`src/rtl/rrarb_pkg.sv`:
```
package rrarb_pkg;
   localparam int unsigned RR_NUM_DEV = 3;
   localparam int unsigned RR_CODE_W  = 2;

   typedef logic [RR_CODE_W-1:0] rr_code_t;

   localparam rr_code_t RR_DEV_A = 2'd0;
   localparam rr_code_t RR_DEV_B = 2'd1;
   localparam rr_code_t RR_DEV_C = 2'd2;
endpackage

```
`src/rtl/rrarb_rotate.sv`:
```
// Turns the stored grant code into a search start point and rotates the
// request vector so that bit 0 is the first device to search.
module rrarb_rotate #(
   parameter int unsigned NUM = 3,
   parameter int unsigned W   = 2
) (
   input  logic [NUM-1:0] req,
   input  logic [W-1:0]   last,
   output logic [W-1:0]   start,
   output logic [NUM-1:0] rot
);
   generate
      if (NUM < 2) begin : g_bad_num
         $error("rrarb_rotate: NUM must be at least 2");
      end
      if ((1 << W) < NUM) begin : g_bad_w
         $error("rrarb_rotate: W too narrow for NUM");
      end
   endgenerate

   // A last code at or beyond the final device (including unused codes)
   // wraps the search back to device 0.
   always_comb begin
      if (int'(last) >= int'(NUM) - 1) start = '0;
      else                             start = last + W'(1);
   end

   int idx;
   always_comb begin
      rot = '0;
      idx = 0;
      for (int k = 0; k < int'(NUM); k++) begin
         idx = int'(start) + k;
         if (idx >= int'(NUM)) idx = idx - int'(NUM);
         rot[k] = req[idx];
      end
   end
endmodule

```
`src/rtl/rrarb_pick.sv`:
```
// Finds the first set bit of the rotated vector and maps it back to a device.
module rrarb_pick #(
   parameter int unsigned NUM      = 3,
   parameter int unsigned W        = 2,
   parameter int unsigned IDLE_IDX = 0
) (
   input  logic [NUM-1:0] rot,
   input  logic [W-1:0]   start,
   output logic [W-1:0]   pick
);
   generate
      if (IDLE_IDX >= NUM) begin : g_bad_idle
         $error("rrarb_pick: IDLE_IDX out of range");
      end
   endgenerate

   int  off;
   int  sum;
   logic found;

   always_comb begin
      off   = 0;
      found = 1'b0;
      for (int k = int'(NUM) - 1; k >= 0; k--) begin
         if (rot[k]) begin
            off   = k;
            found = 1'b1;
         end
      end
      sum = int'(start) + off;
      if (sum >= int'(NUM)) sum = sum - int'(NUM);
      pick = found ? W'(sum) : W'(IDLE_IDX);
   end
endmodule

```
`src/rtl/rrarb_hold.sv`:
```
// Grant register with asynchronous reset; its value is also the last grant.
module rrarb_hold #(
   parameter int unsigned W       = 2,
   parameter int unsigned RST_VAL = 0
) (
   input  logic         clk,
   input  logic         rst,
   input  logic [W-1:0] d,
   output logic [W-1:0] q
);
   always_ff @(posedge clk or posedge rst) begin
      if (rst) q <= W'(RST_VAL);
      else     q <= d;
   end
endmodule

```
`src/rtl/rrarb_top.sv`:
```
module rrarb_top
   import rrarb_pkg::*;
(
   input  logic           clk_i,
   input  logic           rst_i,
   input  logic           req_a_i,
   input  logic           req_b_i,
   input  logic           req_c_i,
   output logic [1:0]     grant_o
);
   localparam int unsigned NUM = RR_NUM_DEV;
   localparam int unsigned W   = RR_CODE_W;

   logic [NUM-1:0] req_vec;
   logic [W-1:0]   start_idx;
   logic [NUM-1:0] rot_vec;
   logic [W-1:0]   next_code;
   rr_code_t       cur_code;

   assign req_vec = {req_c_i, req_b_i, req_a_i};

   rrarb_rotate #(.NUM(NUM), .W(W)) u_rotate (
      .req   (req_vec),
      .last  (cur_code),
      .start (start_idx),
      .rot   (rot_vec)
   );

   rrarb_pick #(.NUM(NUM), .W(W), .IDLE_IDX(int'(RR_DEV_A))) u_pick (
      .rot   (rot_vec),
      .start (start_idx),
      .pick  (next_code)
   );

   rrarb_hold #(.W(W), .RST_VAL(int'(RR_DEV_A))) u_hold (
      .clk (clk_i),
      .rst (rst_i),
      .d   (next_code),
      .q   (cur_code)
   );

   assign grant_o = cur_code;
endmodule

```
`config.mk`:
```
export PLATFORM = sky130hd
export DESIGN_NAME = rrarb_top
export DESIGN_NICKNAME = d
export VERILOG_FILES = /design/src/rtl/rrarb_pkg.sv /design/src/rtl/rrarb_rotate.sv /design/src/rtl/rrarb_pick.sv /design/src/rtl/rrarb_hold.sv /design/src/rtl/rrarb_top.sv
export SDC_FILE = /design/constraint.sdc
export NUM_CORES = 1
export LEC_CHECK = 0
export ABC_AREA = 1
export BUFFER_PORTS_ARGS = -buffer_cell sky130_fd_sc_hd__buf_2
export CORE_AREA = 5 5 42 44
export CTS_CLUSTER_SIZE = 24
export DETAILED_ROUTE_END_ITERATION = 6
export DIE_AREA = 0 0 47 49
export HOLD_SLACK_MARGIN = 0.15
export PLACE_DENSITY = 0.4
export SLEW_MARGIN = 20
export SYNTH_ARGS = -nofsm -noshare
export SYNTH_HDL_FRONTEND = slang
export SYNTH_SLANG_ARGS = --single-unit
export TNS_END_PERCENT = 30
```
`constraint.sdc`:
```
create_clock -name clk_i -period 2.45 [get_ports clk_i]
set_clock_uncertainty 0.15 [all_clocks]
set_input_delay 0.49 -clock clk_i [delete_from_list [all_inputs] [get_ports clk_i]]
set_output_delay 0.49 -clock clk_i [all_outputs]
set_load 0.02 [all_outputs]
```
==> results of run 1 <==
==> cell usage in the layout, fill, tap and decap left out <==
cell | synthesis | layout
buf_2 | 0 | 6
buf_4 | 0 | 4
clkbuf_4 | 0 | 3
dfrtp_2 | 0 | 2
dlygate4sd3_1 | 0 | 1
fa_1 | 1 | 1
ha_1 | 2 | 2
inv_1 | 10 | 10
inv_2 | 1 | 1
nand2_1 | 14 | 13
nand2_2 | 0 | 1
nand3_1 | 4 | 3
nand3_2 | 0 | 1
nand3b_1 | 1 | 1
nor2_1 | 6 | 5
nor2_2 | 1 | 2
o21ai_1 | 0 | 1
xor2_1 | 1 | 1
==> layout make-up <==
type,instances,area (um2),area share
multi-input combinational,31,178,0.463
inverter,11,41.3,0.107
sequential,2,52.6,0.137
timing repair buffer,11,70.1,0.182
clock buffer,3,22.5,0.0586
tap,16,20.0,0.0521
==> repair_timing <==
| action | 4_1_cts | 5_1_grt |
|---|---|---|
| endpoints found under the hold margin | 2 | 0 |
| pin swaps | 1 | 1 |
| hold buffers | 1 | 0 |
| setup endpoints to repair | 2 | 2 |
| setup buffers | 0 | 1 |
| gates resized for setup | 2 | 2 |
==> worst min path at each step <==
stage,from,end,slack [ns]
2_1_floorplan,rst_i,u_hold.q[0],0.08
3_3_place_gp,rst_i,u_hold.q[1],0.19
3_5_place_dp,rst_i,u_hold.q[1],0.19
4_1_cts,rst_i,u_hold.q[0],0.49
5_1_grt,rst_i,u_hold.q[0],0.53
6_report,rst_i,u_hold.q[0],0.51
==> worst register-to-register path, delay by kind of cell, from the launching register on <==
kind	cells	cell delay [ns]
xor+xnor	1	0.15
fa+ha+maj	3	0.82
simple gates	6	0.48
flops	1	0.43
buf+inv	5	0.31
==> per-stage QoR <==
step                cell area (um2)  std cells
floorplan                       262         44
global placement                334         69
detailed placement              334         69
global route                    384         74
finish                          384         74
CTS                             372         73
==> kinds of logic (layout without fill, tap and decap cells) <==
group	after synthesis	count (layout)	share of synthesized area
simple gates	26	26	0.420
buf+inv	11	25	0.159
fa+ha+maj	3	3	0.174
flops	2	2	0.193
compound gates	1	1	0.0193
xor+xnor	1	1	0.0338
==> per-layer routing <==
layer  track usage  vias up
li1              -      159
met1        0.0835      120
met2        0.0860        1
met3        0.0221        0
met4        0.0553        0
met5             0        -
==> impl_metrics.tcl, run 1 <==
set metrics [dict create \
    rr_worst_depth 15 \
    crit_slowest_cell "fa_1" \
    post-route-util 0.274 \
    cts_sinks 2 \
    maxSlewHeadroom 0.911 \
    first_pass_iters 3 \
    die_h_um 49 \
    numCtsBuffers 3 \
    yosysTopAreaCellShare 0.203 \
    synth_cell_type_count 12 \
    dr.first_iter.drc_count 2 \
    clk-insertion-delay-late_ns 0.23 \
    synth_common_cells "nand2_1 (14), inv_1 (10), nor2_1 (6), nand3_1 (4)" \
    layout.nets 68 \
    synth_seq_cells 2 \
    largest_register_ff_count 2 \
    cts_max_level 1 \
    grt_usage 0.0662 \
    startpoint_type "register" \
    worst-path-buf-inv 5 \
    num-fill-cells 171 \
    io_buffer_count 6 \
    end_kind "register" \
    antenna_found_initial 0 \
    largestRegisters "u_hold.q: 2 flops" \
    root_buffer "clkbuf_4" \
    grt_pass1_wl_um 1080 \
    wl_met1_um 272 \
    hold_path_class "input pin to asynchronous set/reset pin" \
    synthCells 44 \
    drive_above_1_share 0.345 \
    cp_max_fo 6 \
    startpoint "u_hold.q[1]" \
    regMostFlops "u_hold.q" \
    clkTransAtPathRegs_ns 0.03 \
    grt_pass1_vias 283 \
    wl_per_cell_um 8.04 \
    drc_errors 0 \
    die_area_um2 2300 \
    rr_startpoint "u_hold.q[1]" \
    design.core.area_um2 1400 \
    synth_seq_area_share 0.193 \
    max_stage_delay_ns 0.51 \
    crit_path_end "u_hold.q[0]" \
    drv_cap 0 \
    avgSynthCellArea_um2 5.89 \
    synth-async-reset-ratio 1.00 \
    crit_required_ns 2.42 \
    worst_pin_slew_ns 0.134 \
    synth_top_flop_cell "dfrtp_1" \
    wirelength_um 595 \
    path_cells "inv_2 > nand2_1 > nor2_1 > nor2_2 > nor2_1 > ha_1 > inv_1 > fa_1 > inv_1 > ha_1 > inv_1 > nand3_2 > xor2_1 > nand2_1 > inv_1" \
    crit_type "register to register" \
    drv_slew 0 \
    io_pins 7 \
    maxUsedRoutingLayer "met3" \
    path_depth 15 \
    final-hold-violation-count 0 \
    worstPathArrival_ns 2.41 \
    synth_most_common_cell "nand2_1" \
    area_growth_pct 48.3 \
    wl_met3_um 6 \
    place_ws_ns -0.207 \
    fin_ws_ns 0.0107 \
    cpLargestDelayFamily "adder cells" \
    worstReg2RegEnd "u_hold.q[0]" \
    ant_nets 0 \
    layout_min_cycle_time_ns 2.44 \
    clockBufferDepth 2 \
    hpwl_um 478 \
    cts_tree "yes" \
    status "complete, no violations" \
    dieWidth_um 47 \
    rows 14 \
    synth_area_um2 259 \
    rsz0062_at_grt "true" \
    yosys_warnings 0 \
    cpMostUsedCell "inv_1" \
    fmax_ghz 0.410 \
    r2r_setup_slack_ns 0.01 \
    synth_area_leaders "nand2_1 (20%), dfrtp_1 (19%), inv_1 (14%)" \
    via_per_inst 3.78 \
    finalSetupTns_ns 0 \
    min_period_over_period 0.996 \
    syn_nets 52 \
    grt_max_degree 7 \
    vias 280 \
    route.met2.wl_um 317 \
    setup_violations 0 \
    initial_utilization 0.185 \
    synth_edf_count 0 \
    grt_overflow 0 \
    hold_ws_ns 0.513 \
    routabilityCongestion 0.656 \
    yosys.area.top_type "nand2_1" \
    antenna_cells 0 \
]
Power of run 1 is left out: the tool's default activity adds up to more than one toggle a clock period on the data nets, which glitch-free logic cannot reach.
==> run 2: changes to the inputs <==
--- a/config.mk
+++ b/config.mk
@@ -5,15 +5,15 @@
 export SDC_FILE = /design/constraint.sdc
 export NUM_CORES = 1
 export LEC_CHECK = 0
-export ABC_AREA = 1
 export BUFFER_PORTS_ARGS = -buffer_cell sky130_fd_sc_hd__buf_2
+export CELL_PAD_IN_SITES_DETAIL_PLACEMENT = 1
+export CELL_PAD_IN_SITES_GLOBAL_PLACEMENT = 2
 export CORE_AREA = 5 5 42 44
 export CTS_CLUSTER_SIZE = 24
 export DETAILED_ROUTE_END_ITERATION = 6
 export DIE_AREA = 0 0 47 49
 export HOLD_SLACK_MARGIN = 0.15
-export PLACE_DENSITY = 0.4
-export SLEW_MARGIN = 20
+export PLACE_DENSITY = 0.56
 export SYNTH_ARGS = -nofsm -noshare
 export SYNTH_HDL_FRONTEND = slang
 export SYNTH_SLANG_ARGS = --single-unit
==> run 2 against run 1 <==
Effect of this change: the run now ends with setup timing left; synthesized area decreased by 13%; synthesized cell count decreased by 36%; critical path depth decreased by 6; count of clock-buffer cells in the layout increased by 1; register-to-register slack got worse by 0.11 ns; maximum frequency decreased by 4.4%; via count decreased by 5.4%; cell area increased by 4.9%; critical endpoint unchanged.
==> impl_metrics.tcl, run 2 <==
set metrics [dict create \
    final_area_um2 403 \
    numCtsBuffers 3 \
    worstReg2RegEnd "u_hold.q[0]" \
    drv_slew 0 \
    grt_overflow 0 \
    layout_min_cycle_time_ns 2.55 \
    grt_usage 0.0733 \
    worstPathArrival_ns 2.56 \
    r2r_setup_slack_ns -0.10 \
    ant_nets 0 \
    initial_utilization 0.162 \
    first_pass_iters 3 \
    clk-insertion-delay-late_ns 0.23 \
    wirelength_um 655 \
    yosysTopAreaCellShare 0.221 \
    min_period_over_period 1.04 \
    cts_max_level 1 \
    area_growth_pct 77.9 \
    rsz0062_at_grt "true" \
    fin_ws_ns -0.102 \
    die_area_um2 2300 \
    dr.first_iter.drc_count 4 \
    die_h_um 49 \
    crit_required_ns 2.46 \
    vias 265 \
    end_kind "register" \
    crit_type "register to register" \
    root_buffer "clkbuf_4" \
    grt_max_degree 8 \
    final-hold-violation-count 0 \
    final_common_cell "buf_4" \
    yosys_warnings 0 \
    cts_tree "yes" \
    wl_per_cell_um 10.4 \
    clockBufferDepth 2 \
    io_buffer_count 6 \
    startpoint_type "register" \
    rr_worst_depth 9 \
    hold_path_class "input pin to asynchronous set/reset pin" \
    via_per_inst 4.21 \
    clkTransAtPathRegs_ns 0.03 \
    crit_path_end "u_hold.q[0]" \
    synth_seq_cells 2 \
    largest_register_ff_count 2 \
    layout.cells.most_common_list "buf_4 (8), buf_2 (6), inv_1 (4)" \
    finalSetupTns_ns -0.107 \
    fin_cells 63 \
    drive_above_1_share 0.511 \
    hold_ws_ns 0.508 \
    startpoint "u_hold.q[0]" \
    rr_startpoint "u_hold.q[0]" \
    syn_nets 36 \
    post-route-util 0.288 \
    grt_pass1_vias 285 \
    leakage_nw 0.199 \
    status "finished with violations" \
    synth_top_flop_cell "dfrtp_1" \
    antenna_cells 0 \
    fmax_ghz 0.392 \
    worst_pin_slew_ns 0.485 \
    cts_sinks 2 \
    cp_max_fo 4 \
    routabilityCongestion 0.717 \
    maxSlewHeadroom 0.674 \
    io_pins 7 \
    synth_area_um2 226 \
    dpl_cell_area_um2 342 \
    dp_cells 56 \
    dieWidth_um 47 \
    regMostFlops "u_hold.q" \
    antenna_found_initial 0 \
    violations "setup timing" \
    largestRegisters "u_hold.q: 2 flops" \
    synth_seq_area_share 0.221 \
    synth-async-reset-ratio 1.00 \
    drc_errors 0 \
    synth_cell_type_count 16 \
    rows 14 \
    yosys.area.top_type "dfrtp_1" \
    synth_area_leaders "dfrtp_1 (22%), ha_1 (11%), fa_1 (8.8%)" \
    synth_common_cells "inv_1 (4), nor2_1 (4)" \
    design.core.area_um2 1400 \
    drv_cap 0 \
    irDropWorstVdd_v 0.000444 \
    hpwl_um 534 \
    pwr_density_cell_nw_per_um2 1620 \
    synthCells 28 \
    avgSynthCellArea_um2 8.09 \
    layout.nets 56 \
    grt_pass1_wl_um 1110 \
    setup_violations 2 \
    synth_edf_count 0 \
]
## run 2: cell count changes in the layout (fill, tap and decap cells not counted), sizes merged, moves of 2 or more
cell / before / now
nand2: 14 / 1
inv: 11 / 4
a211oi: 0 / 2
nand2b: 0 / 2
nor2: 7 / 4
nand3: 4 / 0
a21oi: 0 / 2
buf: 10 / 14
nor2b: 0 / 2
## run 2: logic make-up (layout without fill, tap and decap cells)
group	count (synthesis)	after routing	synth area share
AO/OA/AOI/OAI	6	6	0.177
adder cells (fa/ha/maj)	3	3	0.199
AND/OR/NAND/NOR	12	12	0.287
multiplexers	1	1	0.0497
flip-flops	2	2	0.221
buffers and inverters	4	23	0.0663
## run 2: repair_timing
action / in CTS / in global routing
gates resized for setup: 1 / 2
pin swaps: 1 / 1
setup buffers: 2 / 0
endpoints found under the hold margin: 2 / 0
setup endpoints to repair: 2 / 2
hold buffers: 1 / 0
## run 2: critical path, cell delays in order, from the launching register on
cell and delay [ns]:
dfrtp_2 0.42, or3b_4 0.38, a211oi_2 0.17, a31oi_1 0.07, fa_1 0.53, inv_1 0.05, ha_2 0.18, nor2b_4 0.13
mux2_4 0.32, nor2_4 0.08
## run 2: layout make-up
class	count	area, um2
fill	178	998
multi-input combinational	22	190
timing repair buffer	15	100
sequential	2	51.3
clock buffer	4	26.3
tap	16	20.0
inverter	4	15.0
## run 2: power breakdown
| group | leakage (nW) | internal, mW | switching (mW) |
|---|---|---|---|
| sequential | 0.0239 | 0.0546 | 0.0212 |
| combinational | 0.160 | 0.273 | 0.223 |
| clock | 0.0150 | 0.0606 | 0.0216 |
## run 2: metal layers
| layer | GRT usage | vias to the layer above | part of all wire |
|---|---|---|---|
| li1 | - | 134 | - |
| met1 | 0.0640 | 120 | 0.34 |
| met2 | 0.115 | 7 | 0.55 |
| met3 | 0.0332 | 4 | 0.082 |
| met4 | 0.0691 | 0 | 0.026 |
| met5 | 0 | - | 0 |
## run 2: stage by stage
| step | setup slack (ns) | total power [mW] |
|---|---|---|
| finish | -0.102 | 0.654 |
| floorplan | -0.118 | 0.379 |
| global route | -0.222 | 0.738 |
| detailed placement | -0.347 | 0.514 |
| CTS | -0.147 | 0.649 |
| global placement | -0.282 | 0.487 |
## run 2: worst min path at each step
| stage | end | depth (start not counted) |
|---|---|---|
| final | u_hold.q[0] | 3 |
| after global placement | u_hold.q[1] | 2 |
| after floorplan | u_hold.q[1] | 1 |
| after global routing | u_hold.q[0] | 3 |
| after detailed placement | u_hold.q[1] | 2 |
| after CTS | u_hold.q[0] | 3 |
Note: power is estimated with default switching activity, not from simulation.
==> run 3: changes to the inputs <==
--- a/config.mk
+++ b/config.mk
@@ -9,6 +9,7 @@
 export CELL_PAD_IN_SITES_DETAIL_PLACEMENT = 1
 export CELL_PAD_IN_SITES_GLOBAL_PLACEMENT = 2
 export CORE_AREA = 5 5 42 44
+export CTS_BUF_LIST = sky130_fd_sc_hd__clkbuf_8
 export CTS_CLUSTER_SIZE = 24
 export DETAILED_ROUTE_END_ITERATION = 6
 export DIE_AREA = 0 0 47 49
==> run 3 against run 2 <==
Effect of this change: the run still ends with setup timing left; cell area rose by 4.7%; cell count stayed put; maximum frequency about the same; count of clock-buffer cells in the layout is 1 lower; worst hold slack improved by 0.018 ns; global-route usage grew 0.14 points; sequential share of layout area fell by 0.57 points; first-iteration DRC count up 25%; critical path type unchanged.
==> impl_metrics.tcl, run 3 (synthesized netlist as in run 2, its figures left out) <==
set metrics [dict create \
    pwr-share-clk 0.191 \
    status "finished with violations" \
    grt_usage 0.0748 \
    vias 265 \
    first_pass_iters 4 \
    worstPathArrival_ns 2.54 \
    die_area_um2 2300 \
    netSwitchingPower_mw 0.273 \
    drive_above_1_share 0.511 \
    fmax_ghz 0.392 \
    dpl_cell_area_um2 342 \
    crit_required_ns 2.44 \
    grt_overflow 0 \
    cp_max_fo 4 \
    setup_violations 2 \
    largestRegisters "u_hold.q: 2 flops" \
    grt_max_degree 8 \
    drc_errors 0 \
    maxSlewHeadroom 0.671 \
    final-hold-violation-count 0 \
    irDropWorstVdd_v 0.000479 \
    wirelength_um 662 \
    combPwrFrac 0.702 \
    numCtsBuffers 3 \
    antenna_cells 0 \
    via_per_inst 4.21 \
    switching_share 0.386 \
    cts_sinks 2 \
    hold_ws_ns 0.526 \
    worst-path-buf-inv 1 \
    largest_register_ff_count 2 \
    layout_min_cycle_time_ns 2.55 \
    dp_cells 56 \
    max_stage_delay_ns 0.53 \
    pwr_density_cell_nw_per_um2 1680 \
    clkTransAtPathRegs_ns 0.03 \
    startpoint_type "register" \
    end_kind "register" \
    routabilityCongestion 0.717 \
    register_area_um2 51.3 \
    cts_max_level 1 \
    design.core.area_um2 1400 \
    initial_utilization 0.162 \
    p_total_mw 0.707 \
    ant_nets 0 \
    rr_startpoint "u_hold.q[0]" \
    fin_cells 63 \
    final_area_um2 422 \
    path_cells "or3b_4 > a211oi_2 > a31oi_1 > fa_1 > inv_1 > ha_2 > nor2b_4 > mux2_4 > nor2_4" \
    p_int_mw 0.434 \
    clk-insertion-delay-late_ns 0.21 \
    layout.cells.most_common_list "buf_4 (8), buf_2 (6), inv_1 (5)" \
    cts_tree "yes" \
    wl_per_cell_um 10.5 \
    rsz0062_at_grt "true" \
    dr.first_iter.drc_count 5 \
    io_buffer_count 6 \
    worstReg2RegEnd "u_hold.q[0]" \
    area_growth_pct 86.2 \
    leakage_nw 0.211 \
    crit_slowest_cell "fa_1" \
    final_common_cell "buf_4" \
    die_h_um 49 \
    cpLargestDelayFamily "adder cells" \
    num-fill-cells 178 \
    antenna_found_initial 0 \
    dieWidth_um 47 \
    layout.nets 56 \
    min_period_over_period 1.04 \
    clockBufferDepth 2 \
    crit_type "register to register" \
    drv_slew 0 \
    rr_worst_depth 9 \
    drv_cap 0 \
    violations "setup timing" \
    fin_ws_ns -0.101 \
    multi_input_area_um2 190 \
    startpoint "u_hold.q[0]" \
    grt_pass1_wl_um 1140 \
    seq_power_share 0.107 \
    r2r_setup_slack_ns -0.10 \
    hpwl_um 534 \
    io_pins 7 \
    grt_pass1_vias 287 \
    worst_pin_slew_ns 0.489 \
    rows 14 \
    root_buffer "clkbuf_8" \
    hold_path_class "input pin to asynchronous set/reset pin" \
    regMostFlops "u_hold.q" \
]
==> run 3: per-layer routing <==
| layer | track usage | wire length, um |
|---|---|---|
| met5 | 0 | 0 |
| met4 | 0.0691 | 17 |
| met3 | 0.0332 | 53 |
| met2 | 0.115 | 362 |
| met1 | 0.0684 | 229 |
==> run 3: layout make-up <==
class | instances | share of cell area
clock buffers | 3 | 0.0979
flip-flops and latches | 2 | 0.122
inverters | 4 | 0.0356
repair buffers | 15 | 0.237
clock inverters | 1 | 0.00890
multi-input cells | 22 | 0.451
well taps | 16 | 0.0475
==> run 3: worst max-delay path by stage <==
stage	to	cells past startpoint
3_3_place_gp	u_hold.q[0]	10
2_1_floorplan	u_hold.q[0]	9
3_5_place_dp	u_hold.q[0]	10
6_report	u_hold.q[0]	9
5_1_grt	u_hold.q[0]	9
4_1_cts	u_hold.q[0]	9
==> run 3: worst min-delay path: stages <==
cell	delay, ns
dlygate4sd3_1	0.53
buf_2	0.12
inv_1	0.08
==> run 3: what timing repair did <==
action | 4_1_cts | 5_1_grt
buffers inserted | 2 | 0
endpoints found under the hold margin | 2 | 0
endpoints found under the setup margin | 2 | 2
gates resized for setup | 1 | 2
pin swaps | 1 | 1
hold buffers | 1 | 0
==> run 3: power groups by stage <==
| stage | logic, mW | registers, mW | clock network, mW |
|---|---|---|---|
| 3_5_place_dp | 0.436 | 0.0783 | 0 |
| 2_1_floorplan | 0.285 | 0.0940 | 0 |
| 5_1_grt | 0.569 | 0.0790 | 0.145 |
| 3_3_place_gp | 0.409 | 0.0779 | 0 |
| 6_report | 0.496 | 0.0759 | 0.135 |
| 4_1_cts | 0.487 | 0.0756 | 0.138 |
==> run 3: metrics by stage <==
stage / util / setup TNS [ns] / setup slack [ns]
global route: 0.301 / -0.370 / -0.221
global placement: 0.244 / -0.504 / -0.282
CTS: 0.296 / -0.202 / -0.146
floorplan: - / -0.141 / -0.118
finish: 0.301 / -0.108 / -0.101
detailed placement: 0.244 / -0.582 / -0.347
